[src/rtl/lht_pkg.sv]
package lht_pkg;
    typedef enum logic [2:0] {
        ST_IDLE,
        ST_SYNC,
        ST_BPORCH,
        ST_ACTIVE,
        ST_FPORCH,
        ST_LEND
    } lht_state_t;

    typedef enum logic [1:0] {
        PNL_TFT   = 2'd0,
        PNL_MONO4 = 2'd1,
        PNL_MONO8 = 2'd2,
        PNL_CSTN  = 2'd3
    } lht_panel_t;
endpackage

[src/rtl/lht_pclk_div.sv]
module lht_pclk_div #(
    parameter int PCD_W = 5
) (
    input  logic             clk,
    input  logic             rst_n,
    input  logic             run,
    input  logic [PCD_W-1:0] pcd,
    output logic             tick,
    output logic             pclk_raw
);
    localparam int DW = PCD_W + 1;

    logic [DW-1:0] cnt;
    logic [DW-1:0] period;

    assign period   = {1'b0, pcd} + DW'(2);
    assign tick     = run && (cnt == period - DW'(1));
    assign pclk_raw = run && (cnt >= (period >> 1));

    always_ff @(posedge clk or negedge rst_n) begin
        if (!rst_n)      cnt <= '0;
        else if (!run)   cnt <= '0;
        else if (tick)   cnt <= '0;
        else             cnt <= cnt + DW'(1);
    end

    // the phase counter stays inside one panel-clock period
    p_cnt_in_period_r3: assert property (@(posedge clk) disable iff (!rst_n)
        cnt < period);
    // the divider sits at phase zero once the line stops
    p_idle_zero_r5: assert property (@(posedge clk) disable iff (!rst_n)
        !run |=> (cnt == '0));
endmodule

[src/rtl/lht_cpl_calc.sv]
module lht_cpl_calc import lht_pkg::*; #(
    parameter int PPL_W = 6,
    parameter int CPL_W = PPL_W + 5
) (
    input  logic [PPL_W-1:0] ppl,
    input  lht_panel_t       panel,
    output logic [CPL_W-1:0] cpl
);
    logic [CPL_W-1:0] pix;

    assign pix = (CPL_W'(ppl) + CPL_W'(1)) << 4;

    always_comb begin
        unique case (panel)
            PNL_TFT:   cpl = pix;
            PNL_MONO4: cpl = pix >> 2;
            PNL_MONO8: cpl = pix >> 3;
            PNL_CSTN:  cpl = (pix >> 3) * CPL_W'(3);
            default:   cpl = pix;
        endcase
    end
endmodule

[src/rtl/lcd_hline_timer.sv]
module lcd_hline_timer import lht_pkg::*; #(
    parameter int PORCH_W = 8,
    parameter int PPL_W   = 6,
    parameter int PCD_W   = 5,
    parameter int LE_CYC  = 4
) (
    input  logic               clk,
    input  logic               rst_n,
    input  logic [PORCH_W-1:0] cfg_hsw,
    input  logic [PORCH_W-1:0] cfg_hbp,
    input  logic [PORCH_W-1:0] cfg_hfp,
    input  logic [PPL_W-1:0]   cfg_ppl,
    input  logic [PCD_W-1:0]   cfg_pcd,
    input  logic [1:0]         cfg_panel,
    input  logic               cfg_inv_hs,
    input  logic               cfg_inv_clk,
    input  logic               cfg_inv_oe,
    output logic               hsync,
    output logic               pclk,
    output logic               de,
    output logic [PPL_W+4:0]   cpl,
    output logic               line_end
);
    localparam int CPL_W = PPL_W + 5;
    localparam int CNT_W = (CPL_W > PORCH_W) ? CPL_W : PORCH_W;
    localparam int LE_W  = $clog2(LE_CYC + 1);

    lht_state_t state, nxt;

    logic [CNT_W-1:0]   rcnt;
    logic [LE_W-1:0]    le_cnt;
    logic [PORCH_W-1:0] hsw_c, hbp_c, hfp_c;
    logic [PORCH_W-1:0] hbp_l, hfp_l;
    logic [PCD_W-1:0]   pcd_l;
    logic [CPL_W-1:0]   cpl_c, cpl_l;
    logic               inv_hs_l, inv_clk_l, inv_oe_l;
    logic               run, tick, pclk_raw, rdone, le_done, load;

    // clamp short widths to the legal minimum
    assign hsw_c = (cfg_hsw < PORCH_W'(2)) ? PORCH_W'(2) : cfg_hsw;
    assign hbp_c = (cfg_hbp < PORCH_W'(2)) ? PORCH_W'(2) : cfg_hbp;
    assign hfp_c = (cfg_hfp < PORCH_W'(1)) ? PORCH_W'(1) : cfg_hfp;

    assign run     = (state == ST_SYNC) || (state == ST_BPORCH) ||
                     (state == ST_ACTIVE) || (state == ST_FPORCH);
    assign rdone   = tick && (rcnt == '0);
    assign le_done = (le_cnt == LE_W'(LE_CYC - 1));
    assign load    = (state == ST_IDLE) || ((state == ST_LEND) && le_done);

    lht_cpl_calc #(.PPL_W(PPL_W), .CPL_W(CPL_W)) u_cpl (
        .ppl   (cfg_ppl),
        .panel (lht_panel_t'(cfg_panel)),
        .cpl   (cpl_c)
    );

    lht_pclk_div #(.PCD_W(PCD_W)) u_div (
        .clk      (clk),
        .rst_n    (rst_n),
        .run      (run),
        .pcd      (pcd_l),
        .tick     (tick),
        .pclk_raw (pclk_raw)
    );

    // state register
    always_ff @(posedge clk or negedge rst_n) begin
        if (!rst_n) state <= ST_IDLE;
        else        state <= nxt;
    end

    // transitions
    always_comb begin
        nxt = state;
        unique case (state)
            ST_IDLE:   nxt = ST_SYNC;
            ST_SYNC:   if (rdone)   nxt = ST_BPORCH;
            ST_BPORCH: if (rdone)   nxt = ST_ACTIVE;
            ST_ACTIVE: if (rdone)   nxt = ST_FPORCH;
            ST_FPORCH: if (rdone)   nxt = ST_LEND;
            ST_LEND:   if (le_done) nxt = ST_SYNC;
            default:   nxt = ST_IDLE;
        endcase
    end

    // region counter and per-line configuration
    always_ff @(posedge clk or negedge rst_n) begin
        if (!rst_n) begin
            rcnt      <= '0;
            le_cnt    <= '0;
            hbp_l     <= '0;
            hfp_l     <= '0;
            pcd_l     <= '0;
            cpl_l     <= '0;
            inv_hs_l  <= 1'b0;
            inv_clk_l <= 1'b0;
            inv_oe_l  <= 1'b0;
        end else if (load) begin
            rcnt      <= CNT_W'(hsw_c) - CNT_W'(1);
            le_cnt    <= '0;
            hbp_l     <= hbp_c;
            hfp_l     <= hfp_c;
            pcd_l     <= cfg_pcd;
            cpl_l     <= cpl_c;
            inv_hs_l  <= cfg_inv_hs;
            inv_clk_l <= cfg_inv_clk;
            inv_oe_l  <= cfg_inv_oe;
        end else if (state == ST_LEND) begin
            le_cnt <= le_cnt + LE_W'(1);
        end else if (rdone) begin
            le_cnt <= '0;
            unique case (state)
                ST_SYNC:   rcnt <= CNT_W'(hbp_l) - CNT_W'(1);
                ST_BPORCH: rcnt <= CNT_W'(cpl_l) - CNT_W'(1);
                ST_ACTIVE: rcnt <= CNT_W'(hfp_l) - CNT_W'(1);
                default:   rcnt <= '0;
            endcase
        end else if (tick) begin
            rcnt <= rcnt - CNT_W'(1);
        end
    end

    // outputs
    always_comb begin
        hsync    = (state == ST_SYNC) ^ inv_hs_l;
        de       = (state == ST_ACTIVE) ^ inv_oe_l;
        pclk     = pclk_raw ^ inv_clk_l;
        line_end = (state == ST_LEND);
        cpl      = cpl_l;
    end

    // sync is always followed by the back porch
    p_sync_then_bp_r1: assert property (@(posedge clk) disable iff (!rst_n)
        (state == ST_SYNC && nxt != ST_SYNC) |=> (state == ST_BPORCH));
    // the front porch always ends in the line-end strobe
    p_fp_then_lend_r1: assert property (@(posedge clk) disable iff (!rst_n)
        (state == ST_FPORCH && nxt != ST_FPORCH) |=> (state == ST_LEND));
    // every sync region is loaded with at least two panel clocks
    p_sync_min_r4: assert property (@(posedge clk) disable iff (!rst_n)
        $rose(state == ST_SYNC) |-> (rcnt >= CNT_W'(1)));
    // settings stay fixed while a line is running
    p_cfg_hold_r6: assert property (@(posedge clk) disable iff (!rst_n)
        run |=> ($stable(cpl_l) && $stable(pcd_l) && $stable(inv_hs_l)));
    // the strobe count starts from zero on entry
    p_lend_start_r5: assert property (@(posedge clk) disable iff (!rst_n)
        $rose(state == ST_LEND) |-> (le_cnt == '0));
    // data-enable opens at phase zero of the panel clock
    p_de_launch_r9: assert property (@(posedge clk) disable iff (!rst_n)
        $rose(state == ST_ACTIVE) |-> !pclk_raw);
endmodule

[config.mk]
export PLATFORM = sky130hd
export DESIGN_NAME = lcd_hline_timer
export DESIGN_NICKNAME = d
export VERILOG_FILES = /design/src/rtl/lht_pkg.sv /design/src/rtl/lht_pclk_div.sv /design/src/rtl/lht_cpl_calc.sv /design/src/rtl/lcd_hline_timer.sv
export SDC_FILE = /design/constraint.sdc
export NUM_CORES = 1
export LEC_CHECK = 0
export ABC_AREA = 1
export BUFFER_PORTS_ARGS = -buffer_cell sky130_fd_sc_hd__buf_2
export CORE_MARGIN = 5
export CORE_UTILIZATION = 32
export CTS_BUF_LIST = sky130_fd_sc_hd__clkbuf_8
export DETAILED_ROUTE_END_ITERATION = 10
export GPL_TIMING_DRIVEN = 0
export PLACE_DENSITY = 0.53
export SYNTH_ARGS = -nofsm -noshare
export SYNTH_HDL_FRONTEND = slang
export SYNTH_HIERARCHICAL = 1
export SYNTH_SLANG_ARGS = --single-unit
[constraint.sdc]
create_clock -name clk -period 2.8 [get_ports clk]
set_clock_uncertainty 0.1 [all_clocks]
set_input_delay 0.56 -clock clk [delete_from_list [all_inputs] [get_ports clk]]
set_output_delay 0.56 -clock clk [all_outputs]
set_load 0.01 [all_outputs]
==> metrics, run 1 <==
status finished with violations; violated checks negative setup slack; WS Path Type register to output pin; final wirelength 14000 um; CP required ~2.1 ns; Int Power about 0.0032 W; worst hold slack 0.169 ns; DRT iter0 DRCs 204; RSZ-0062 raised after global routing true; Worst Hold Class input port to asynchronous set/reset pin; reg2reg end rcnt[10]; Vias/cell 4.82; post-route clock period utilization 103%; net switching power figure 0.00315 W; number of global-route vias before repair 4710; reg-to-reg startpoint pcd_l[1]; first-pass GRT wire length between 20000 and 25000 um; peak supply drop 0.520 mV; gr ovfl total 0; Hold Fails Final Rpt 0; Die Width 134 um; PnR Total Power 0.00636 W; r2r setup slk -0.05 ns; Max-Cap Viols 0; WP data arrival between 2 and 2.5 ns; routability cong. 0.883; initial antenna violation count 0; Max transition margin between 40% and 50%; Initial Util 32.4%; IO Port Bufs 55; r2r worst-path depth 18; setup slack after layout -0.0863 ns; FILL cells 1657; diodes inserted 0; Max Slew Vio Count 0; ANT nets after route 0; Pre-antenna DRT Iters 5; clock share of power between 10% and 20%; syn nets 809; synthesized instance count 742; worst slew pin tran 0.794 ns; leading post-synthesis cells by cell area dfrtp_1 30%, nand2_1 17%, nand3_1 8.2%; nets 895; Synth Cell Area 4910 um2; yosys warns 6; Tot GR Track Use between 10% and 20%; WL per Instance 13.8 um; die area about 18000 um2; H-tree depth 3; Crit. End Element output pin; clk slew on worst S/H paths ~0.08 ns; sequential-to-total area share from yosys stat 29.5%; proportion of layout cells with a drive suffix above 1 22.4%; register share of total power around a quarter; flops & latches, synth between 50 and 60; TritonCTS Buffers 9; CP Max Fanout 5; Mapped Avg Cell Area 6.62 um2; Net Sw Frac 49.5%; P&R area growth vs syn 21.8%; Clock Path Buffers 2; Clk Tree Root Cell clkbuf_8; io pins 57; Yosys cell types 44; Core Footprint 15100 um2; fmax 346 MHz; DRC Markers 0; DP HPWL 10600 um; post-synth top area share between 20% and 30%; Chip Height 134 um; final setup violating endpoints 6; number of cell rows 45; area leader, netlist dfrtp_1; largest net degree at the start of global routing slightly below 60; power share of the combinational group between 60% and 70%; CTS Sinks 58; CP Launch Type register; min Tclk post-route 2.89 ns; power density over the cells 1060 nW/um2; clk_lat worst skew 0.37 ns; Pleak 3.07 nW; hold buffers post-CTS 0; Vias 4914; CTS tree built
[how the worst max path moves through the flow]
| stage | slack [ns] | to | depth (start not counted) | start |
|---|---|---|---|---|
| 3_5_place_dp | -0.64 | rcnt[0] | 22 | state[2] |
| 2_1_floorplan | 0.15 | rcnt[10] | 22 | state[2] |
| 3_3_place_gp | -0.62 | rcnt[0] | 22 | state[2] |
| 5_1_grt | -0.23 | rcnt[9] | 18 | pcd_l[1] |
| 4_1_cts | -0.17 | pclk | 10 | pcd_l[1] |
| 6_report | -0.09 | pclk | 9 | pcd_l[1] |
[Yosys cell counts, drive strengths merged]
| library cell | number |
|---|---|
| nand2 | 233 |
| inv | 108 |
| nand3 | 86 |
| nor2 | 71 |
| dfrtp | 58 |
| o21ai | 55 |
| a21oi | 27 |
| ha | 25 |
| xor2 | 14 |
| buf | 11 |
| nor3 | 11 |
| nand4 | 9 |
| xnor2 | 6 |
| o22ai | 5 |
| or2 | 4 |
| clkbuf | 3 |
| nand3b | 2 |
| nor4 | 2 |
| o211ai | 2 |
| o31ai | 2 |
| a22oi | 1 |
| a31oi | 1 |
| a32o | 1 |
| and2 | 1 |
| conb | 1 |
| nor3b | 1 |
| o2111ai | 1 |
| o21bai | 1 |
[worst max-delay path: stages, from the launching register on]
cell     delay [ns]
dfrtp_2        0.48
ha_4           0.21
nand3_2        0.11
ha_4           0.25
nand2_2        0.10
nor3_1         0.06
o31ai_2        0.26
inv_1          0.09
xor2_1         0.16
buf_2          0.13
[registers in the layout (all words and copies together) (netlist names)]
register   count
cpl           11
hbp_l          8
hfp_l          8
inv_clk_l      1
inv_hs_l       1
inv_oe_l       1
le_cnt         3
pcd_l          5
rcnt          11
state          3
u_div/cnt      6
[power groups by stage]
stage                     registers, W  clock network (W)  logic, W
final                          0.00161           0.000836   0.00391
after global routing           0.00167           0.000896   0.00445
after CTS                      0.00160           0.000861   0.00373
after detailed placement       0.00159                  0   0.00348
after global placement         0.00160                  0   0.00346
after floorplan                0.00154                  0   0.00257
[area by class of cell]
class	count	area [um2]	area share, %
flip-flops and latches	58	1460	24.3
repair buffers	75	443	7.40
inverters	108	415	6.94
multi-input cells	562	3130	52.3
plain buffers	14	103	1.71
clock inverters	3	38.8	0.648
clock buffers	12	165	2.76
well taps	188	235	3.93
[cell usage in the layout, fill, tap and decap left out, drive strengths merged, types with 2 or more instances in the layout]
master	netlist	routed
nor3	11	11
dfrtp	58	58
nand4	9	9
xnor2	6	6
o31ai	2	2
nand3	86	86
or2	4	4
o22ai	5	5
ha	25	25
o21ai	55	55
nor4	2	2
nand3b	2	2
buf	11	86
nand2	233	233
nor2	71	71
clkbuf	3	15
o211ai	2	2
xor2	14	14
a21oi	27	27
inv	108	109
[cell families after synthesis]
| kind of cell | count (synthesis) | share of synthesized area, % |
|---|---|---|
| simple gates | 420 | 38.9 |
| other cells | 1 | 0.0763 |
| xor+xnor | 20 | 3.56 |
| flops | 58 | 29.5 |
| fa+ha+maj | 25 | 6.36 |
| compound gates | 96 | 11.3 |
| buf+inv | 122 | 10.3 |
[metrics by stage]
stage	TNS, ns	instance area [um2]	worst slack (ns)	instances	utilization (%)
floorplan	0	4910	0.150	742	-
global placement	-7.91	5430	-0.619	985	35.8
detailed placement	-8.16	5430	-0.638	985	35.8
CTS	-0.171	5810	-0.171	1012	38.4
global route	-2.35	5990	-0.230	1020	39.5
finish	-0.242	5990	-0.0863	1020	39.5
[per-layer routing]
layer	track usage [%]	vias to the layer above	wire length, um
met5	0	-	0
met4	4.17	0	179
met3	3.60	11	574
met2	26.4	87	6470
met1	21.8	2260	6810
li1	-	2556	-
[timing repair]
item | in CTS | in global routing
setup endpoints to repair | 18 | 17
gates resized for setup | 24 | 24
buffers inserted | 12 | 7
pin swaps | 11 | 13
gates cloned | 0 | 1
No activity file was read; power rests on OpenSTA's default activity.
==> run 2, diff against run 1 <==
Settings changed: PLACE_DENSITY 0.53 to 0.51.
Clock period 2.8 ns to 2.69 ns, I/O delays scaled along.
==> run 2 against run 1 <==
The flow still finishes with violations (negative setup slack). Final cell count about the same. Sequential share of layout area down 0.38 points. Hold slack worse by 0.014 ns. Critical path depth up 2. Die area unchanged. Register-to-register slack worse by 0.05 ns. Clock-buffer cell count down 1. Flip-flop and latch count unchanged. Global-route usage up 0.23 points. Wire length up 1.6%. Sequential power up 6%. Critical endpoint unchanged.
==> metrics, run 2 (synthesized netlist as in run 1, its figures left out) <==
status finished with violations; violated checks negative setup slack; DRT iter0 DRCs 189 (-7.4%); Clock Path Buffers 2 (unchanged); Crit. End Element output pin; most frequent cells in the layout 202 x nand2_1, 91 x inv_1, 75 x nand3_1, 59 x nor2_1, 58 x buf_2; ANT nets after route 0 (unchanged); proportion of layout cells with a drive suffix above 1 24.7% (+2.3 points); Die Width 134 um (unchanged); hold buffers post-CTS 0 (unchanged); Vias 4907 (-0.14%); Worst Hold Class input port to asynchronous set/reset pin; CP delay by family, top compound AO/OA/AOI/OAI gates; fmax roughly 350 MHz; IO Port Bufs 55 (unchanged); initial antenna violation count 0 (unchanged); reg-to-reg startpoint pcd_l[1]; Highest Signal Layer met4; die area 17900 um2 (unchanged); P&R area growth vs syn 23.8%; CP Launch Type register; power density over the cells 1130 nW/um2 (+6.4%); final wirelength 14300 um (+1.6%); Vias/cell 4.82 (about the same); number of cell rows 45 (unchanged); DRC Markers 0 (unchanged); routability cong. 0.843 (-4.5%); H-tree depth 3 (unchanged); CP Max Fanout 6 (+1); nets 893 (-0.22%); DP Area 5430 um2 (unchanged); reg2reg end rcnt[1]; critical-path cell list buf_6 -> nand3_4 -> nand2_2 -> nand2_2 -> ha_4 -> a21oi_2 -> o21ai_2 -> o31ai_2 -> inv_1 -> xor2_1 -> buf_2; post-route clock period utilization 108%; Chip Height 134 um (unchanged); CTS Sinks 58 (unchanged); total stage count of the critical path 11 (+2); Max-Cap Viols 0 (unchanged); CP required 2.05 ns (-0.09 ns); WL met2 6930 um (+7.2%); slowest cell on the critical path dfrtp_2; WP data arrival 2.26 ns (+0.03 ns); RSZ-0062 raised after global routing true; Pleak 3.09 nW (+0.71%); Top cell by count, worst path nand2_2; met3 wire length 577 um (+0.52%); r2r setup slk -0.10 ns (-0.05 ns); pre-CTS WS -0.692 ns (-0.0544 ns); number of global-route vias before repair 4748 (+0.81%); Hold Fails Final Rpt 0 (unchanged); Clk Tree Root Cell clkbuf_8; setup slack after layout -0.205 ns (-0.118 ns); WL per Instance 14.0 um (+1.7%); first-pass GRT wire length 23500 um (+1.1%); commonest non-fill, non-tap cell in the layout nand2_1; Max Slew Vio Count 0 (unchanged); worst slew pin tran 0.770 ns (-0.0240 ns); io pins 57 (unchanged); DP HPWL 10800 um (+2.0%); Pre-antenna DRT Iters 5 (unchanged); min Tclk post-route 2.89 ns; clk slew on worst S/H paths 0.07 ns (about the same); clk_lat worst skew 0.36 ns (about the same); CTS tree built; final setup violating endpoints 13 (+7); CP startpoint pcd_l[1]; peak supply drop 0.394 mV (-24%); Design Area, Final 6080 um2 (+1.6%); WS Path Type register to output pin; Max transition margin 48.7% (+1.6 points); critical path's largest stage delay 0.48 ns (about the same); Met1 Routed Length 6580 um (-3.5%); TritonCTS Buffers 9 (unchanged); largest net degree at the start of global routing 59 (unchanged); CP bufs+invs 3 (+1); gr ovfl total 0 (unchanged); Worst setup endpoint pclk; diodes inserted 0 (unchanged); Tot GR Track Use 16.4% (+0.23 points); Initial Util 32.4% (unchanged); Core Footprint 15100 um2 (unchanged); r2r worst-path depth 20 (+2)
[run 2: how the worst min path moves through the flow]
stage / end / slack (ns)
CTS: pcd_l[1] / 0.17
global route: pcd_l[1] / 0.22
detailed placement: inv_oe_l / 0.38
floorplan: cpl[0] / 0.14
global placement: inv_oe_l / 0.38
finish: pcd_l[1] / 0.16
[run 2: layout make-up]
type	count	area (um2)
fillers	1644	9060
multi-input cells	562	3200
flip-flops and latches	58	1460
repair buffers	73	432
inverters	108	410
well taps	188	235
clock buffers	11	151
plain buffers	14	103
clock inverters	5	100
[run 2: metal layers]
metal  GRT usage, %  up-vias
met1           21.7     2258
met5              0        -
met3           3.90       14
li1               -     2550
met2           27.3       85
met4           3.83        0
[run 2: where the power goes]
part	switching, W	internal (W)	total (W)
clock	0.000376	0.000662	0.00104
sequential	0.000427	0.00127	0.00170
combinational	0.00256	0.00158	0.00414
total	0.00337	0.00351	0.00688
[run 2: through the flow]
step | hold slack [ns] | instances | TNS (ns) | util (%) | power (W)
after floorplan | 0.142 | 742 | 0 | - | 0.00428
after global placement | 0.377 | 985 | -9.90 | 35.8 | 0.00531
after detailed placement | 0.382 | 985 | -9.25 | 35.8 | 0.00530
after CTS | 0.174 | 1019 | -2.41 | 39.4 | 0.00680
after global routing | 0.216 | 1019 | -3.83 | 40.2 | 0.00761
final | 0.155 | 1019 | -0.882 | 40.2 | 0.00688
[run 2: repair_timing]
action	in CTS	in global routing
gates cloned	1	0
resized for setup	41	29
endpoints found under the setup margin	18	17
pin swaps	14	30
buffers inserted	17	2
